**config.mk**
```make
export PLATFORM = sky130hd
export DESIGN_NAME = xw_translator
export DESIGN_NICKNAME = d
export VERILOG_FILES = /design/src/rtl/xw_pkg.sv /design/src/rtl/xw_regbank.sv /design/src/rtl/xw_win_match.sv /design/src/rtl/xw_prio_pick.sv /design/src/rtl/xw_translator.sv
export SDC_FILE = /design/constraint.sdc
export NUM_CORES = 2
export LEC_CHECK = 0
export BUFFER_PORTS_ARGS = -buffer_cell sky130_fd_sc_hd__buf_2
export CORE_ASPECT_RATIO = 2
export CORE_MARGIN = 10
export CORE_UTILIZATION = 53
export CTS_CLUSTER_SIZE = 10
export DETAILED_ROUTE_END_ITERATION = 12
export GPL_TIMING_DRIVEN = 0
export PLACE_DENSITY = 0.82
export SLEW_MARGIN = 20
export SYNTH_ARGS = -nofsm -noshare
export SYNTH_HDL_FRONTEND = slang
export SYNTH_SLANG_ARGS = --single-unit
```
**constraint.sdc**
```tcl
create_clock -name clk -period 5.3 [get_ports clk]
set_input_delay 0 -clock clk [delete_from_list [all_inputs] [get_ports clk]]
set_output_delay 0 -clock clk [all_outputs]
set_load 0.05 [all_outputs]
```
**src/rtl/xw_pkg.sv**
```systemverilog
package xw_pkg;
  localparam int unsigned AW      = 32;
  localparam int unsigned CLS_W   = 5;
  localparam int unsigned SEL_W   = 3;
  localparam int unsigned EN_BIT  = 31;
  localparam int unsigned SPC_LSB = 16;
  localparam int unsigned PGM_BIT = 14;
  localparam int unsigned SUP_BIT = 12;
  localparam int unsigned SPC_MAX = 2;

  typedef logic [AW-1:0]    addr_t;
  typedef logic [CLS_W-1:0] cls_t;

  typedef enum logic [SEL_W-1:0] {
    SEL_CTRL  = 3'd0,
    SEL_START = 3'd1,
    SEL_BOUND = 3'd2,
    SEL_OFFS  = 3'd3
  } sel_e;

  // granularity mask: windows at a multiple of stride are fine-grained
  function automatic addr_t gran_mask(int unsigned idx, int unsigned stride,
                                      int unsigned fine, int unsigned coarse);
    int unsigned b;
    b = ((idx % stride) == 0) ? fine : coarse;
    return ~((addr_t'(1) << b) - addr_t'(1));
  endfunction

  function automatic cls_t ctrl_class(addr_t c);
    return {c[SPC_LSB+2:SPC_LSB], c[PGM_BIT], c[SUP_BIT]};
  endfunction

  function automatic logic space_ok(cls_t c);
    return c[CLS_W-1:2] <= 3'(SPC_MAX);
  endfunction

  function automatic logic in_range(addr_t a, addr_t lo, addr_t hi);
    return (a >= lo) && (a < hi);
  endfunction

  function automatic addr_t fwd_map(addr_t a, addr_t o);
    return a - o;
  endfunction

  function automatic addr_t rev_map(addr_t a, addr_t o);
    return a + o;
  endfunction
endpackage

```
**src/rtl/xw_regbank.sv**
```systemverilog
module xw_regbank
  import xw_pkg::*;
#(
  parameter int unsigned NUM_WIN     = 8,
  parameter int unsigned FINE_STRIDE = 4,
  parameter int unsigned FINE_BITS   = 12,
  parameter int unsigned COARSE_BITS = 16,
  localparam int unsigned IW = $clog2(NUM_WIN)
)(
  input  logic             clk,
  input  logic             rst_n,
  input  logic             wr_en,
  input  logic [IW-1:0]    wr_win,
  input  logic [SEL_W-1:0] wr_sel,
  input  addr_t            wr_data,
  output cls_t             cls_o   [NUM_WIN],
  output addr_t            start_o [NUM_WIN],
  output addr_t            bound_o [NUM_WIN],
  output addr_t            offs_o  [NUM_WIN],
  output logic [NUM_WIN-1:0] eff_en_o
);
  for (genvar i = 0; i < NUM_WIN; i++) begin : g_win
    localparam addr_t MASK = gran_mask(i, FINE_STRIDE, FINE_BITS, COARSE_BITS);
    logic  sel_here;
    logic  touch;
    logic  en_q;
    logic  arm_q;
    cls_t  cls_q;
    addr_t start_q;
    addr_t bound_q;
    addr_t offs_q;

    assign sel_here = wr_en && (wr_win == IW'(i));
    assign touch    = sel_here && (wr_sel <= SEL_OFFS);

    always_ff @(posedge clk or negedge rst_n) begin
      if (!rst_n) begin
        en_q    <= 1'b0;
        arm_q   <= 1'b0;
        cls_q   <= '0;
        start_q <= '0;
        bound_q <= '0;
        offs_q  <= '0;
      end else begin
        if (sel_here && wr_sel == SEL_CTRL) begin
          en_q  <= wr_data[EN_BIT];
          cls_q <= ctrl_class(wr_data);
        end
        if (sel_here && wr_sel == SEL_START) start_q <= wr_data & MASK;
        if (sel_here && wr_sel == SEL_BOUND) bound_q <= wr_data & MASK;
        if (sel_here && wr_sel == SEL_OFFS)  offs_q  <= wr_data & MASK;
        arm_q <= !touch;
      end
    end

    assign cls_o[i]    = cls_q;
    assign start_o[i]  = start_q;
    assign bound_o[i]  = bound_q;
    assign offs_o[i]   = offs_q;
    assign eff_en_o[i] = en_q && arm_q;
  end
endmodule

```
**src/rtl/xw_win_match.sv**
```systemverilog
module xw_win_match
  import xw_pkg::*;
#(
  parameter bit PRESENT = 1'b1
)(
  input  logic  win_en,
  input  cls_t  win_cls,
  input  addr_t start,
  input  addr_t bound,
  input  addr_t offs,
  input  logic  req_reverse,
  input  cls_t  req_cls,
  input  addr_t req_addr,
  output logic  hit,
  output addr_t xaddr
);
  addr_t cand;
  logic  inr;
  logic  cls_eq;

  always_comb begin
    cand   = req_reverse ? req_addr : fwd_map(req_addr, offs);
    inr    = in_range(cand, start, bound);
    cls_eq = space_ok(win_cls) && (win_cls == req_cls);
  end

  assign xaddr = req_reverse ? rev_map(req_addr, offs) : cand;
  assign hit   = PRESENT && win_en && cls_eq && inr;
endmodule

```
**src/rtl/xw_prio_pick.sv**
```systemverilog
module xw_prio_pick #(
  parameter int unsigned N = 8,
  localparam int unsigned IW = $clog2(N)
)(
  input  logic [N-1:0]  req,
  output logic [N-1:0]  grant,
  output logic          any,
  output logic [IW-1:0] idx
);
  assign grant = req & (~req + N'(1));
  assign any   = |req;

  always_comb begin
    idx = '0;
    for (int i = N - 1; i >= 0; i--) begin
      if (req[i]) idx = IW'(i);
    end
  end
endmodule

```
**src/rtl/xw_translator.sv**
```systemverilog
module xw_translator
  import xw_pkg::*;
#(
  parameter int unsigned NUM_WIN       = 8,
  parameter int unsigned FINE_STRIDE   = 4,
  parameter int unsigned FINE_BITS     = 12,
  parameter int unsigned COARSE_BITS   = 16,
  parameter bit          UPPER_PRESENT = 1'b1,
  localparam int unsigned IW = $clog2(NUM_WIN)
)(
  input  logic          clk,
  input  logic          rst_n,
  input  logic          wr_en,
  input  logic [IW-1:0] wr_win,
  input  logic [2:0]    wr_sel,
  input  logic [31:0]   wr_data,
  input  logic          req_valid,
  input  logic          req_reverse,
  input  logic [4:0]    req_class,
  input  logic [31:0]   req_addr,
  output logic          rsp_valid,
  output logic          rsp_hit,
  output logic [IW-1:0] rsp_win,
  output logic [31:0]   rsp_addr
);
  localparam int unsigned HALF = NUM_WIN / 2;

  cls_t  cls_w   [NUM_WIN];
  addr_t start_w [NUM_WIN];
  addr_t bound_w [NUM_WIN];
  addr_t offs_w  [NUM_WIN];
  addr_t xaddr_w [NUM_WIN];
  logic [NUM_WIN-1:0] eff_en_w;
  logic [NUM_WIN-1:0] hit_w;
  logic [NUM_WIN-1:0] pick_w;
  logic               any_w;
  logic [IW-1:0]      idx_w;
  addr_t              sel_addr_w;

  xw_regbank #(
    .NUM_WIN(NUM_WIN), .FINE_STRIDE(FINE_STRIDE),
    .FINE_BITS(FINE_BITS), .COARSE_BITS(COARSE_BITS)
  ) u_regs (
    .clk(clk), .rst_n(rst_n), .wr_en(wr_en), .wr_win(wr_win),
    .wr_sel(wr_sel), .wr_data(wr_data),
    .cls_o(cls_w), .start_o(start_w), .bound_o(bound_w), .offs_o(offs_w),
    .eff_en_o(eff_en_w)
  );

  for (genvar i = 0; i < NUM_WIN; i++) begin : g_match
    localparam bit PRESENT = UPPER_PRESENT || (i < HALF);
    xw_win_match #(.PRESENT(PRESENT)) u_match (
      .win_en(eff_en_w[i]), .win_cls(cls_w[i]),
      .start(start_w[i]), .bound(bound_w[i]), .offs(offs_w[i]),
      .req_reverse(req_reverse), .req_cls(req_class), .req_addr(req_addr),
      .hit(hit_w[i]), .xaddr(xaddr_w[i])
    );
  end

  xw_prio_pick #(.N(NUM_WIN)) u_pick (
    .req(hit_w), .grant(pick_w), .any(any_w), .idx(idx_w)
  );

  always_comb begin
    sel_addr_w = '0;
    for (int i = 0; i < NUM_WIN; i++) begin
      if (pick_w[i]) sel_addr_w = sel_addr_w | xaddr_w[i];
    end
  end

  always_ff @(posedge clk or negedge rst_n) begin
    if (!rst_n) begin
      rsp_valid <= 1'b0;
      rsp_hit   <= 1'b0;
      rsp_win   <= '0;
      rsp_addr  <= '0;
    end else begin
      rsp_valid <= req_valid;
      rsp_hit   <= req_valid && any_w;
      rsp_win   <= (req_valid && any_w) ? idx_w : '0;
      rsp_addr  <= (req_valid && any_w) ? sel_addr_w : '0;
    end
  end
endmodule

```
**Word-level counts from Yosys, hierarchy flattened**

Index checks and enable logic that the tools add are counted.

- $add $sub $neg: 17
- Magnitude comparators: 25
- Equal/unequal tests: 18
- Muxes and demuxes: 34
- Bitwise gates (word level): 9
- Reduce and logical (&&, ||, !) cells: 100

Operator list:

| operator | number |
|---|---|
| 32-bit two-way mux | 25 |
| 32-bit adder | 8 |
| 32-bit greater-or-equal comparator | 8 |
| 32-bit less-than comparator | 8 |
| 32-bit subtractor | 8 |
| 32-bit bitwise OR | 7 |
| 1-bit logical AND | 89 |
| 5-bit equality test | 8 |
| 3-bit by 2-bit less-or-equal comparator with 1-bit output (second input constant) | 9 |
| 3-bit two-way mux | 9 |
| 3-bit by 2-bit equality test with 1-bit output (second input constant) | 4 |
| 3-bit equality test (second input constant) | 4 |
| 8-bit by 1-bit adder with 8-bit output (second input constant) | 1 |
| 8-bit AND | 1 |
| 1-bit logical NOT | 8 |
| 8-bit NOT | 1 |
| 8-bit OR reduction | 1 |
| 3-bit by 1-bit equality test with 1-bit output (second input constant) | 2 |
| 3-bit logical NOT | 2 |

- Flip-flop bits (word level): 501
- Input port bits: 80
- Output and inout port bits: 37
- Word-level logic and storage cells: 255

**Longest topological paths before layout**

- Depth after elaboration: 24
- Mapped depth: 30
- Mapped depth without buffers: 29

**Modules after synthesis**

A second synthesis with hierarchy kept.

- Cells, all modules: 8456
- Area total of the unflattened synthesis: 68968.6 um2

Modules (own cells, without submodules):

| module | times used | cells each | area an instance (um2) |
|---|---|---|---|
| xw_regbank | 1 | 1419 | 20422.1 |
| xw_win_match (g_match[2].u_match ...) | 3 | 838 | 5791.8 |
| xw_win_match (g_match[1].u_match) | 1 | 879 | 5908.2 |
| xw_win_match (g_match[0].u_match) | 1 | 883 | 5903.2 |
| xw_win_match (g_match[7].u_match) | 1 | 869 | 5891.9 |
| xw_win_match (g_match[5].u_match) | 1 | 812 | 5510.3 |
| xw_win_match (g_match[6].u_match) | 1 | 828 | 5455.2 |
| xw_translator | 1 | 229 | 2363.5 |
| xw_prio_pick | 1 | 23 | 138.9 |

**Least setup slack after synthesis**

No wires, ideal clock.

- Path type: register to register
- From: reg u_regs.g_win[4].offs_q[12]
- To: reg rsp_addr[26]
- Arrival: 5354 ps
- Data required time: 5164 ps
- Setup slack: -190 ps
- Cell stages (with the launch flop): 26
- Period minus slack after synthesis: 5490 ps
- Cell sequence: dfrtp_1 ha_1 inv_1 fa_1 a21o_1 a22o_1 o221a_2 nor4_1 nor3_1 o41ai_1 o21bai_1 a21oi_1 xor2_1 o21ai_0 ha_1 o21ai_0 o21bai_1 a21o_1 a21oi_1 nor4_1 nor2b_1 and3_1 clkbuf_1 buf_2 a221oi_1 a21oi_1

- Longest elaborated chain between the ends: 16

Ends and longest elaborated chain:

| what | line | source |
|---|---|---|
| start: declaration | xw_regbank.sv:31 | `addr_t offs_q;` |
| start signal: assignment | xw_regbank.sv:51 | `if (sel_here && wr_sel == SEL_OFFS) offs_q <= wr_data & MASK;` |
| 32-bit subtractor | xw_pkg.sv:42 | `return a - o;` |
| 32-bit two-way mux | xw_win_match.sv:22 | `cand = req_reverse ? req_addr : fwd_map(req_addr, offs);` |
| 32-bit greater-or-equal comparator / 32-bit less-than comparator (equally long branches) | xw_pkg.sv:38 | `return (a >= lo) && (a < hi);` |
| 1-bit logical AND | xw_pkg.sv:38 |  |
| 1-bit logical AND | xw_win_match.sv:28 | `assign hit = PRESENT && win_en && cls_eq && inr;` |
| 8-bit NOT | xw_prio_pick.sv:10 | `assign grant = req & (~req + N'(1));` |
| 8-bit by 1-bit adder with 8-bit output | xw_prio_pick.sv:10 |  |
| 8-bit AND | xw_prio_pick.sv:10 |  |
| 32-bit two-way mux | xw_translator.sv:67 | `if (pick_w[i]) sel_addr_w = sel_addr_w \| xaddr_w[i];` |
| 32-bit bitwise OR | xw_translator.sv:67 |  |
| 32-bit two-way mux | xw_translator.sv:67 |  |
| 32-bit bitwise OR | xw_translator.sv:67 |  |
| 32-bit two-way mux | xw_translator.sv:67 |  |
| 32-bit bitwise OR | xw_translator.sv:67 |  |
| 32-bit two-way mux | xw_translator.sv:67 |  |
| 32-bit two-way mux * | xw_translator.sv:81 | `rsp_addr <= (req_valid && any_w) ? sel_addr_w : '0;` |
| end signal: assignment | xw_translator.sv:81 |  |
| end: declaration | xw_translator.sv:24 | `output logic [31:0] rsp_addr` |

Every way passes the cells marked *; elsewhere a longest branch is shown, timed or not.
A chain may end at the register's enable or synchronous reset.

**Worst setup path after layout**

- From: reg u_regs.g_win[1].offs_q[19]
- To: reg rsp_addr[28]

- Longest elaborated chain between the ends: 22

Ends and longest elaborated chain:

| what | line |
|---|---|
| start: declaration | xw_regbank.sv:31 |
| start signal: assignment | xw_regbank.sv:51 |
| 32-bit subtractor | xw_pkg.sv:42 |
| 32-bit two-way mux | xw_win_match.sv:22 |
| 32-bit greater-or-equal comparator / 32-bit less-than comparator (equally long branches) | xw_pkg.sv:38 |
| 1-bit logical AND | xw_pkg.sv:38 |
| 1-bit logical AND | xw_win_match.sv:28 |
| 8-bit NOT | xw_prio_pick.sv:10 |
| 8-bit by 1-bit adder with 8-bit output | xw_prio_pick.sv:10 |
| 8-bit AND | xw_prio_pick.sv:10 |
| [6 not listed] | n/a |
| 32-bit two-way mux | xw_translator.sv:67 |
| 32-bit bitwise OR | xw_translator.sv:67 |
| 32-bit two-way mux | xw_translator.sv:67 |
| 32-bit bitwise OR | xw_translator.sv:67 |
| 32-bit two-way mux | xw_translator.sv:67 |
| 32-bit bitwise OR | xw_translator.sv:67 |
| 32-bit two-way mux | xw_translator.sv:67 |
| 32-bit two-way mux * | xw_translator.sv:81 |

Marks and branches as above.

==> results.toml <==
[status]
outcome = "complete, but fails checks"
violations = "negative setup slack"

[clock_tree]
cts_tree = "done"
cts_buffer_depth = 3
root_buffer = "clkbuf_16"
cts_buffers = 57
clk_pin_slew_ps = 70
cts_sinks = 501
htreeDepth = 2
worstSkewPairLatency_ps = 690

[final_layout]
drive_above_1_share = 0.212
final_net_count = 5585
layout.cells.non_filler = 6002
mostFrequentLayoutCells = "dfrtp_1, inv_1, ha_1"
area_growth_pct = 20.1
final_common_cell = "dfrtp_1"

[timing]
setup_slack_ps = -788
clock_skew_ps = 51.4
maxSlewViolCount = 0
worst_pin_slew_ps = 1350
fmax_mhz = 164
period_share = 1.15
min_period_ps = 6090
setup_viol = 34
relSlewSlack = 0.103
finalHoldViolCount = 0
rsz0062_at_grt = "yes"

[power]
ir_worst_vdd_v = 0.000270
clockPowerShare = 0.230
power_frac_seq = 0.285
power_density_nw_per_um2 = 339
p_sw_frac = 0.428
switchingPower_mw = 7.02
p_comb_frac = 0.485
leakage_nw = 22.3
p_int_mw = 9.39

[synthesis]
ys.flop_type = "dfrtp_1"
synth_edf_count = 0
ys_async_sr_fraction = 1.00
synth_nets = 5231
avgSynthCellArea_sq_um = 8.74
synthDistinctLibCells = 84
syn_area_sq_um = 40300
ys_ff_latch = 501
ys_warn_count = 0
synth_top_area_frac = 0.311
yosysSeqAreaShare = 0.311
synth_area_leaders = "dfrtp_1, ha_1, mux2_2, o21ai_0, inv_1"
synthCells = 4615
synth_area_leader_cell = "dfrtp_1"

[critical_path]
worstRegToRegCells = 28
crit_required_ps = 5770
start_kind = "flop"
path_max_fanout = 6
criticalPathCategory = "reg2reg"
endpoint_kind = "flop"
slowest_delay_ps = 600
crit_arrival_ps = 6560
critPathSlowestCell = "or4_4"

[die]
die_w_microns = 215
start_util = 0.533
rows = 143
core-area_sq_um = 75700
ioPinCount = 117
die_h_microns = 410
dieArea_sq_um = 88200

[placed_design]
place_ws_ps = -4850
place_congestion = 1.09
port_buffers = 100
hpwl_microns = 136000
place_inst = 5738

[routing]
route.vias.total = 39600
vias_per_cell = 6.59
first_iter_violations = 3984
drc = 0
wire_per_inst_microns = 31.8
routed_wl_microns = 191000
antenna_left = 0
dr.pass1.iters = 6

[hold_path]
hold_depth = 4
hp-class = "in2reg"

[global_route]
grt_pass1_wl_microns = 268000
antenna_found_initial = 12
grt_usage = 0.422
gr-total-overflow = 0
grt_pass1_vias = 40100
grt_max_degree = 99

[run]
timing.max_cap.violations = 0
-- power groups by stage --
stage,logic [mW],clock network (mW),registers [mW]
after detailed placement,6.46,0,4.72
after global placement,6.29,0,4.70
after global routing,8.46,3.88,4.73
final,7.95,3.78,4.68
after floorplan,4.29,0,4.64
after CTS,7.19,3.75,4.66
-- layer usage --
layer  share of wire  up-vias  track usage  wire, microns
li1                -    16700            -              -
met1            0.30    19100        0.404          57600
met5         0.00031        -            0             59
met3           0.094     1198        0.112          18000
met2            0.47     2559        0.697          88900
met4            0.14        8        0.459          26400
-- logic make-up after synthesis --
group           synth area share
simple gates               0.127
flops                      0.311
compound gates             0.180
xor+xnor                  0.0573
mux                       0.0847
fa+ha+maj                  0.169
buf+inv                   0.0701
-- final timing paths --
check	startpoint	to	slack, ps
max	u_regs.g_win[1].offs_q[19]$_DFFE_PN0P_	rsp_addr[28]$_DFF_PN0_	-790
max in group asynchronous	rst_n	u_regs.g_win[7].offs_q[23]$_DFFE_PN0P_	3720
max reg2reg	u_regs.g_win[1].offs_q[19]$_DFFE_PN0P_	rsp_addr[28]$_DFF_PN0_	-790
min	wr_sel[0]	u_regs.g_win[3].start_q[16]$_DFFE_PN0P_	70
min reg2reg	u_regs.g_win[0].start_q[13]$_DFFE_PN0P_	u_regs.g_win[0].start_q[13]$_DFFE_PN0P_	500
min in group asynchronous	rst_n	u_regs.g_win[4].bound_q[12]$_DFFE_PN0P_	460
-- worst max-delay path: cells and delay by family (launching register included) --
family | cells | cell delay [ps]
AO/OA/AOI/OAI | 14 | 2700
XOR/XNOR | 2 | 430
adder cells (fa/ha/maj) | 2 | 590
buffers and inverters | 5 | 520
flip-flops | 1 | 370
AND/OR/NAND/NOR | 5 | 1220
-- Yosys cell counts, types with 22 or more instances --
master,instances
nand3_1,53
nand2b_1,52
nor4_1,23
nand4_1,41
a31oi_1,36
o21ai_0,451
a211oi_1,25
nor2_1,259
o21bai_1,36
a221oi_1,26
dfrtp_1,501
inv_1,510
clkbuf_1,212
a21oi_1,283
o21a_1,27
nor3_1,63
o31ai_1,25
mux2i_1,25
ha_1,520
mux2_2,281
and3_1,26
and2_1,22
xnor2_1,180
a21o_1,72
or3_1,25
nor2b_1,52
o211ai_1,30
xor2_1,84
nand2_1,377
-- flip-flops by register name, indices dropped and copies added, names as in the netlist, 3 cells and up --
signal and count:
u_regs.g_win.arm_q 8, u_regs.g_win.cls_q 40, u_regs.g_win.en_q 8, u_regs.g_win.bound_q 136, rsp_addr 32, u_regs.g_win.offs_q 136
u_regs.g_win.start_q 136, rsp_win 3
-- through the flow --
step	TNS, ps	cell area (sq um)	util	hold WS, ps	total power, mW
finish	-18390	48400	0.640	69.1	16.4
global route	-21330	48400	0.640	70.8	17.1
CTS	-11000	47100	0.622	32.1	15.6
detailed placement	-150390	42300	0.559	-29.8	11.2
global placement	-3309740	42100	0.556	187	11.0
floorplan	0	40300	-	-296	8.93
-- repair_timing --
| action | 4_1_cts | 5_1_grt |
|---|---|---|
| setup endpoints to repair | 36 | 36 |
| hold buffers | 48 | 0 |
| setup buffers | 105 | 69 |
| cloned | 3 | 0 |
| gates resized for setup | 453 | 164 |
| endpoints found under the hold margin | 344 | 0 |
| pin swaps | 101 | 119 |
-- area by class of cell --
class,count,area [sq um]
buffer,202,948
clock buffer,69,1540
inverter,513,1950
timing repair buffer,328,2730
sequential,501,12500
clock inverter,3,55.1
fill,6279,27200
antenna,5,12.5
tap,1015,1270
multi-input combinational,3366,27400
No activity file was read; power rests on OpenSTA's default activity.
